<file path="config.mk">
export PLATFORM = sky130hd
export DESIGN_NAME = atan_range_reducer
export DESIGN_NICKNAME = d
export VERILOG_FILES = /design/src/rtl/atanr_pkg.sv /design/src/rtl/atanr_tagq.sv /design/src/rtl/atanr_ctrl.sv /design/src/rtl/atanr_dp.sv /design/src/rtl/atan_range_reducer.sv
export SDC_FILE = /design/constraint.sdc
export NUM_CORES = 1
export LEC_CHECK = 0
export BUFFER_PORTS_ARGS = -buffer_cell sky130_fd_sc_hd__buf_2
export CAP_MARGIN = 20
export CORE_MARGIN = 1
export CORE_UTILIZATION = 42
export DETAILED_ROUTE_END_ITERATION = 8
export SYNTH_ARGS = -nofsm -noshare
export SYNTH_HDL_FRONTEND = slang
export SYNTH_SLANG_ARGS = --single-unit
</file>
<file path="constraint.sdc">
create_clock -name clk -period 16.2 [get_ports clk]
set_input_delay 3.24 -clock clk [delete_from_list [all_inputs] [get_ports clk]]
set_output_delay 3.24 -clock clk [all_outputs]
set_load 0.1 [all_outputs]
</file>
<file path="src/rtl/atanr_pkg.sv">
package atanr_pkg;

  // Offset applied to the core result once it returns.
  typedef enum logic [1:0] {
    OFS_NONE = 2'd0,
    OFS_NEG  = 2'd1,
    OFS_POS  = 2'd2
  } ofs_e;

  // One entry of the in-order tag queue.
  typedef struct packed {
    logic        bypass;   // answer already known, core not involved
    ofs_e        ofs;      // offset choice for core results
    logic [31:0] val;      // local answer when bypass is set
  } tag_t;

  // Classifier verdict for the operand at the input.
  typedef struct packed {
    logic special;
    logic recip;
    tag_t tag;
  } cls_t;

  // Strobes from control to datapath and queue.
  typedef struct packed {
    logic push;
    logic pop;
    logic useBypass;
    logic useAdder;
  } strobe_t;

  localparam logic [31:0] HALF_PI_F32    = 32'h3FC90FDB;
  localparam logic [31:0] QUARTER_PI_F32 = 32'h3F490FDB;
  localparam logic [31:0] ONE_F32        = 32'h3F800000;
  localparam logic [31:0] QUIET_BIT      = 32'h00400000;

endpackage

</file>
<file path="src/rtl/atanr_tagq.sv">
module atanr_tagq
  import atanr_pkg::*;
#(
  parameter int DEPTH = 4
) (
  input  logic clk,
  input  logic rstN,
  input  logic push,
  input  tag_t pushTag,
  input  logic pop,
  output tag_t headTag,
  output logic empty,
  output logic full
);

  localparam int AW = (DEPTH > 1) ? $clog2(DEPTH) : 1;
  localparam int CW = $clog2(DEPTH + 1);
  localparam logic [AW-1:0] LAST_IDX = AW'(DEPTH - 1);
  localparam logic [CW-1:0] FULL_CNT = CW'(DEPTH);

  tag_t          mem [DEPTH];
  logic [AW-1:0] wrPtr, rdPtr;
  logic [CW-1:0] count;

  assign empty   = (count == '0);
  assign full    = (count == FULL_CNT);
  assign headTag = mem[rdPtr];

  always_ff @(posedge clk) begin
    if (push) mem[wrPtr] <= pushTag;
  end

  always_ff @(posedge clk or negedge rstN) begin
    if (!rstN) begin
      wrPtr <= '0;
      rdPtr <= '0;
      count <= '0;
    end else begin
      if (push) wrPtr <= (wrPtr == LAST_IDX) ? '0 : wrPtr + 1'b1;
      if (pop)  rdPtr <= (rdPtr == LAST_IDX) ? '0 : rdPtr + 1'b1;
      case ({push, pop})
        2'b10:   count <= count + 1'b1;
        2'b01:   count <= count - 1'b1;
        default: count <= count;
      endcase
    end
  end

  // never accept more than DEPTH operands in flight
  p_no_overflow_r9: assert property (@(posedge clk) disable iff (!rstN)
    push |-> !full);

  // a result only leaves when an operand was queued for it
  p_no_underflow_r8: assert property (@(posedge clk) disable iff (!rstN)
    pop |-> !empty);

  // occupancy stays within the configured depth
  p_count_bound_r9: assert property (@(posedge clk) disable iff (!rstN)
    count <= FULL_CNT);

endmodule

</file>
<file path="src/rtl/atanr_ctrl.sv">
module atanr_ctrl
  import atanr_pkg::*;
(
  input  logic    clk,
  input  logic    rstN,
  input  logic    inValid,
  input  logic    clsSpecial,
  input  logic    coreReqReady,
  input  logic    coreRspValid,
  input  logic    outReady,
  input  logic    qEmpty,
  input  logic    qFull,
  input  logic    headBypass,
  input  ofs_e    headOfs,
  output logic    inReady,
  output logic    coreReqValid,
  output logic    coreRspReady,
  output logic    outValid,
  output strobe_t strobe
);

  logic headWaitsCore;

  always_comb begin
    // Specials need only a queue slot; others also need the core.
    inReady       = !qFull && (clsSpecial || coreReqReady);
    coreReqValid  = inValid && !clsSpecial && !qFull;
    headWaitsCore = !qEmpty && !headBypass;
    outValid      = !qEmpty && (headBypass || coreRspValid);
    coreRspReady  = headWaitsCore && outReady;

    strobe.push      = inValid && inReady;
    strobe.pop       = outValid && outReady;
    strobe.useBypass = headBypass;
    strobe.useAdder  = (headOfs != OFS_NONE);
  end

  // an offered result is not withdrawn before it is taken
  p_out_hold_r8: assert property (@(posedge clk) disable iff (!rstN)
    (outValid && !outReady) |=> outValid);

  // a core response always has a queued operand to match
  p_rsp_has_slot_r8: assert property (@(posedge clk) disable iff (!rstN)
    coreRspValid |-> !qEmpty);

endmodule

</file>
<file path="src/rtl/atanr_dp.sv">
module atanr_dp
  import atanr_pkg::*;
(
  input  logic        clk,
  input  logic        rstN,
  input  logic [31:0] inX,
  input  logic [31:0] coreRspData,
  input  logic        coreRspValid,
  input  logic [31:0] headVal,
  input  ofs_e        headOfs,
  input  strobe_t     strobe,
  output cls_t        cls,
  output logic [31:0] outAngle
);

  localparam int MANT_W  = 24;                 // significand with hidden bit
  localparam int EXT_W   = MANT_W + 3;         // plus guard, round, sticky
  localparam int WIDE_W  = 2 * MANT_W + 2;     // alignment window
  localparam int SHIFT_W = $clog2(WIDE_W + 1);
  localparam logic [7:0] HALF_PI_EXP = HALF_PI_F32[30:23];

  // ---------------- operand classifier ----------------
  logic       xSign, isNan, isInf, isZero, magGe1, magGt1;
  logic [7:0] xExp;

  always_comb begin
    xSign  = inX[31];
    xExp   = inX[30:23];
    isNan  = (&xExp) && (|inX[22:0]);
    isInf  = (&xExp) && !(|inX[22:0]);
    isZero = !(|inX[30:0]);
    magGe1 = inX[30:0] >= ONE_F32[30:0];
    magGt1 = inX[30:0] >  ONE_F32[30:0];

    cls         = '0;
    cls.tag.ofs = OFS_NONE;
    if (isNan) begin
      cls.special    = 1'b1;
      cls.tag.bypass = 1'b1;
      cls.tag.val    = inX | QUIET_BIT;
    end else if (isInf) begin
      cls.special    = 1'b1;
      cls.tag.bypass = 1'b1;
      cls.tag.val    = {xSign, HALF_PI_F32[30:0]};
    end else if (isZero) begin
      cls.special    = 1'b1;
      cls.tag.bypass = 1'b1;
      cls.tag.val    = inX;
    end else begin
      if (xSign && magGe1)       cls.tag.ofs = OFS_NEG;
      else if (!xSign && magGt1) cls.tag.ofs = OFS_POS;
      cls.recip = (cls.tag.ofs != OFS_NONE);
    end
  end

  // ---------------- offset adder: sign*pi/2 - coreRspData ----------------
  logic               resSign, subOp;
  logic [7:0]         rExp, rExpEff, shiftAmt;
  logic [SHIFT_W-1:0] shiftC;
  logic [MANT_W-1:0]  ma, mb;
  logic [WIDE_W-1:0]  wide;
  logic [EXT_W-1:0]   maExt, mbAl, nrm;
  logic [EXT_W:0]     sumRaw;
  logic [7:0]         expBase, expOut;
  logic               roundUp;
  logic [MANT_W:0]    mantR;
  logic [22:0]        fracOut;
  logic [31:0]        sumOut;

  always_comb begin
    resSign = (headOfs == OFS_NEG);
    // The core result enters negated, so the op is a subtraction
    // whenever its negated sign differs from the offset's sign.
    subOp   = (!coreRspData[31]) ^ resSign;

    rExp    = coreRspData[30:23];
    rExpEff = (rExp == 8'd0) ? 8'd1 : rExp;
    ma      = {1'b1, HALF_PI_F32[22:0]};
    mb      = {(rExp != 8'd0), coreRspData[22:0]};

    shiftAmt = (rExpEff >= HALF_PI_EXP) ? 8'd0 : (HALF_PI_EXP - rExpEff);
    shiftC   = (shiftAmt > 8'(WIDE_W)) ? SHIFT_W'(WIDE_W) : shiftAmt[SHIFT_W-1:0];
    wide     = {mb, {(WIDE_W - MANT_W){1'b0}}} >> shiftC;
    mbAl     = {wide[WIDE_W-1 -: (MANT_W + 2)], |wide[WIDE_W-MANT_W-3:0]};
    maExt    = {ma, 3'b000};

    sumRaw = subOp ? ({1'b0, maExt} - {1'b0, mbAl})
                   : ({1'b0, maExt} + {1'b0, mbAl});

    if (sumRaw[EXT_W]) begin
      nrm     = {sumRaw[EXT_W:2], sumRaw[1] | sumRaw[0]};
      expBase = HALF_PI_EXP + 8'd1;
    end else if (sumRaw[EXT_W-1]) begin
      nrm     = sumRaw[EXT_W-1:0];
      expBase = HALF_PI_EXP;
    end else begin
      nrm     = {sumRaw[EXT_W-2:0], 1'b0};
      expBase = HALF_PI_EXP - 8'd1;
    end

    roundUp = nrm[2] && (nrm[1] || nrm[0] || nrm[3]);
    mantR   = {1'b0, nrm[EXT_W-1:3]} + {{MANT_W{1'b0}}, roundUp};
    fracOut = mantR[MANT_W] ? mantR[23:1] : mantR[22:0];
    expOut  = expBase + {7'd0, mantR[MANT_W]};
    sumOut  = {resSign, expOut, fracOut};
  end

  always_comb begin
    if (strobe.useBypass)     outAngle = headVal;
    else if (strobe.useAdder) outAngle = sumOut;
    else                      outAngle = coreRspData;
  end

  // a reduced argument yields a core result within pi/4
  p_core_bound_r6: assert property (@(posedge clk) disable iff (!rstN)
    (coreRspValid && !strobe.useBypass && strobe.useAdder)
      |-> (coreRspData[30:0] <= QUARTER_PI_F32[30:0]));

  // the offset step keeps its leading bits (no cancellation)
  p_no_cancel_r7: assert property (@(posedge clk) disable iff (!rstN)
    (coreRspValid && !strobe.useBypass && strobe.useAdder)
      |-> (sumRaw[EXT_W:EXT_W-2] != 3'b000));

endmodule

</file>
<file path="src/rtl/atan_range_reducer.sv">
module atan_range_reducer
  import atanr_pkg::*;
#(
  parameter int DEPTH = 4
) (
  input  logic        clk,
  input  logic        rstN,
  input  logic        inValid,
  output logic        inReady,
  input  logic [31:0] inX,
  output logic        coreReqValid,
  input  logic        coreReqReady,
  output logic [31:0] coreReqArg,
  output logic        coreReqRecip,
  input  logic        coreRspValid,
  output logic        coreRspReady,
  input  logic [31:0] coreRspData,
  output logic        outValid,
  input  logic        outReady,
  output logic [31:0] outAngle
);

  cls_t    cls;
  strobe_t strobe;
  tag_t    headTag;
  logic    qEmpty, qFull;

  assign coreReqArg   = inX;
  assign coreReqRecip = cls.recip;

  atanr_dp u_dp (
    .clk         (clk),
    .rstN        (rstN),
    .inX         (inX),
    .coreRspData (coreRspData),
    .coreRspValid(coreRspValid),
    .headVal     (headTag.val),
    .headOfs     (headTag.ofs),
    .strobe      (strobe),
    .cls         (cls),
    .outAngle    (outAngle)
  );

  atanr_ctrl u_ctrl (
    .clk         (clk),
    .rstN        (rstN),
    .inValid     (inValid),
    .clsSpecial  (cls.special),
    .coreReqReady(coreReqReady),
    .coreRspValid(coreRspValid),
    .outReady    (outReady),
    .qEmpty      (qEmpty),
    .qFull       (qFull),
    .headBypass  (headTag.bypass),
    .headOfs     (headTag.ofs),
    .inReady     (inReady),
    .coreReqValid(coreReqValid),
    .coreRspReady(coreRspReady),
    .outValid    (outValid),
    .strobe      (strobe)
  );

  atanr_tagq #(.DEPTH(DEPTH)) u_tagq (
    .clk    (clk),
    .rstN   (rstN),
    .push   (strobe.push),
    .pushTag(cls.tag),
    .pop    (strobe.pop),
    .headTag(headTag),
    .empty  (qEmpty),
    .full   (qFull)
  );

endmodule

</file>
==> impl_results.md <==
* Worst VDD drop at 0.240 mV
* Via count at 12700
* Switching share of power at 55.9%
* Max_slew headroom at 29.4%
* Avg WL per Cell at 26.2 µm
* Total CTS buffers at 17
* Nets at 1565
* Pwr Density at 188 nW/µm²
* FF-to-FF path depth at 14
* Critical Path Slowest Stage Cell: nor4_4
* Post-synth top flop: edfxtp_1
* Worst Path Arrival at 12.11 ns
* Area Overhead vs Synth at 12.4%
* # IOs at 139
* Setup TNS at 0 ns
* Starting density of the core at 43.1%
* Reg clk slew, reported paths at 0.06 ns
* Clock skew at 0.00716 ns
* Pin count of the biggest net entering global routing at 45
* Die width at 177 µm
* Final period util at 94.8%
* Flop pwr share at 18.0%
* Max clock buf depth at 2
* Outcome: finished, final reports clean
* Seq/Total Area, Yosys at 34.0%
* CP Capture Type: output pin
* Fmax at 0.0651 GHz
* CP Launch Type: input pin
* Root buffer cell: clkbuf_16
* Slew at the pin closest to its max-slew limit at 1.06 ns
* Total core area at 29900 µm²
* Pleak at 0.00524 µW
* Number of global-route vias before repair at 12000
* Detailed Place HPWL at 36.5 mm
* Drt total wl at 49.3 mm
* Yosys cell types at 112
* Synth Cell Area at 12900 µm²
* Initial DRC count at 1773
* TritonRoute pass-1 iters at 6
* Total net switching power at 1520 µW
* Critical path's largest stage delay at 0.69 ns
* DRC violations left at 0
* YS warnings at 0
* Site Rows at 63
* Final setup violating endpoints at 0
* Clock group share of total power at 14.3%
* Worst-Skew Late Latency at 0.42 ns
* Hold buffers post-CTS at 0
* WHS Path Cells at 1
* Async set-reset flop share out of synthesis at 4.76%
* Worst hold path type: reg2reg
* Final Max Tran Viols at 0
* Die area at 31400 µm²
* WP data required at 12.96 ns
* Number of enable flip-flop cells after synthesis at 140
* First-pass GRT wire length at 74.7 mm
* Seq cells post-synth at 147
* RSZ-0062 raised after global routing: false
* IO Port Bufs at 138
* Tot GR Track Use at 31.7%
* PostCTS Resize Cnt at 0
* Share of cells above drive strength 1 at 21.6%
* Pint at 1200 µW
* CTS Sinks at 147
* Syn_area_per_cell at 9.13 µm²
* RePlAce Congestion at 1.05
* Die H at 177 µm
* Post-layout min period at 15.35 ns
* Storage element area at 4380 µm²
* FILL cells at 2846
* Critical path class: in2out
* Gate Count Post-Synth at 1411
* Mapped Nets at 1495
* Layout Utilization at 48.4%
* Multi-input gate area at 7740 µm²
* Combinational power share at 67.7%
* CTS tree: done
* Setup bufs post-CTS at 0
* Max Cap Viol at 0
* Vias per Instance at 6.74
* Final hold violations at 0
* Htree depth at 4
* Global route overflow at 0
* Routed Antenna Nets at 0
* Crit path max fanout at 26
* Initial antenna violation count at 1
[flip-flops by register name (all words and copies together), names as in the netlist]
signal and count:
u_tagq.count 3, u_tagq.mem 140, u_tagq.rdPtr 2, u_tagq.wrPtr 2
[worst paths after layout]
kind | start | to | slack (ns)
max | coreRspData[30] | outAngle[24] | 0.85
min | u_tagq.count[2] | u_tagq.count[2] | 0.50
max reg2reg | u_tagq.rdPtr[1] | u_tagq.count[2] | 12.74
min reg2reg | u_tagq.count[2] | u_tagq.count[2] | 0.50
max in group asynchronous | rstN | u_tagq.rdPtr[0] | 13.38
min in group asynchronous | rstN | u_tagq.count[1] | 2.64
[layout by cell type, fill, tap and decap left out, drive strengths merged, types with 11 or more instances in the layout]
cell / count
nor3: 57
o32ai: 11
ha: 13
o31ai: 14
buf: 182
and3: 26
mux2i: 19
or3: 26
a211o: 14
o21ai: 92
edfxtp: 140
a31oi: 15
xnor2: 25
o211ai: 30
o22ai: 16
nand4: 20
and2: 33
clkbuf: 19
a21oi: 92
inv: 27
o21a: 14
nor4: 31
nand2: 115
a21o: 23
nand3: 49
a211oi: 24
xor2: 16
mux4: 39
nor2: 127
[cell families (layout without fill, tap and decap cells)]
family / after synthesis / after routing / synth area share [%]
AO/OA/AOI/OAI: 450 / 450 / 24.6
AND/OR/NAND/NOR: 535 / 535 / 22.0
XOR/XNOR: 41 / 41 / 2.79
adder cells (fa/ha/maj): 14 / 14 / 1.42
buffers and inverters: 158 / 241 / 6.12
other: 0 / 1 / 0
multiplexers: 66 / 66 / 9.05
flip-flops: 147 / 147 / 34.0
[cell type report]
cell class / count / share of cell area, %
Antenna cell: 1 / 0.0173
Clock buffer: 18 / 2.97
Sequential cell: 147 / 30.3
Tap cell: 390 / 3.37
Clock inverter: 14 / 1.12
Timing Repair Buffer: 183 / 8.11
Multi-Input combinational cell: 1106 / 53.5
Inverter: 26 / 0.674
[power by group through the flow]
stage	sequential [µW]	clock (µW)	combinational [µW]
3_5_place_dp	500	0	1820
5_1_grt	498	410	1930
6_report	492	389	1840
3_3_place_gp	497	0	1820
2_1_floorplan	485	0	1360
4_1_cts	493	394	1830
[worst max-delay path: cells and delay by family]
kind | cells | cell delay [ns]
fa+ha+maj | 3 | 0.78
compound gates | 12 | 2.93
buf+inv | 3 | 0.51
simple gates | 14 | 4.64
[synth_stat cells (all sizes together) (15+ instances only)]
cell,count,area share [%]
inv,26,0.76
o21ai,92,3.6
a21oi,92,3.6
nor4,31,2.0
nor3,57,2.5
o22ai,16,0.83
a31oi,15,0.73
nand3,49,1.9
and2,33,1.6
clkbuf,65,1.9
mux4,39,6.8
nand4,20,1.0
edfxtp,140,33
nor2,127,3.9
buf,67,3.5
xnor2,25,1.7
a21o,23,1.3
or3,26,1.3
mux2i,19,1.5
a211oi,24,1.6
xor2,16,1.1
o211ai,30,1.7
and3,26,1.3
nand2,115,3.4
[metrics by stage]
step / cells / area (µm²) / hold WS [ns] / worst slack (ns) / power, µW
after floorplan: 1411 / 12900 / 0.464 / 0.726 / 1850
after global placement: 1850 / 13900 / 0.490 / 1.29 / 2320
after detailed placement: 1851 / 13900 / 0.494 / 1.08 / 2320
after CTS: 1883 / 14500 / 0.503 / 1.04 / 2710
after global routing: 1884 / 14500 / 0.540 / 0.142 / 2840
final: 1885 / 14500 / 0.502 / 0.845 / 2730
[routing by layer]
layer  vias to the layer above  routed length (µm)  GRT usage, %
met3                       182                4150          5.22
met1                      6087               20100          42.0
met4                         0                2880          17.3
met5                         -                   0             0
met2                       800               22200          49.2
li1                       5632                   -             -
(Power assumes the default switching activity.)
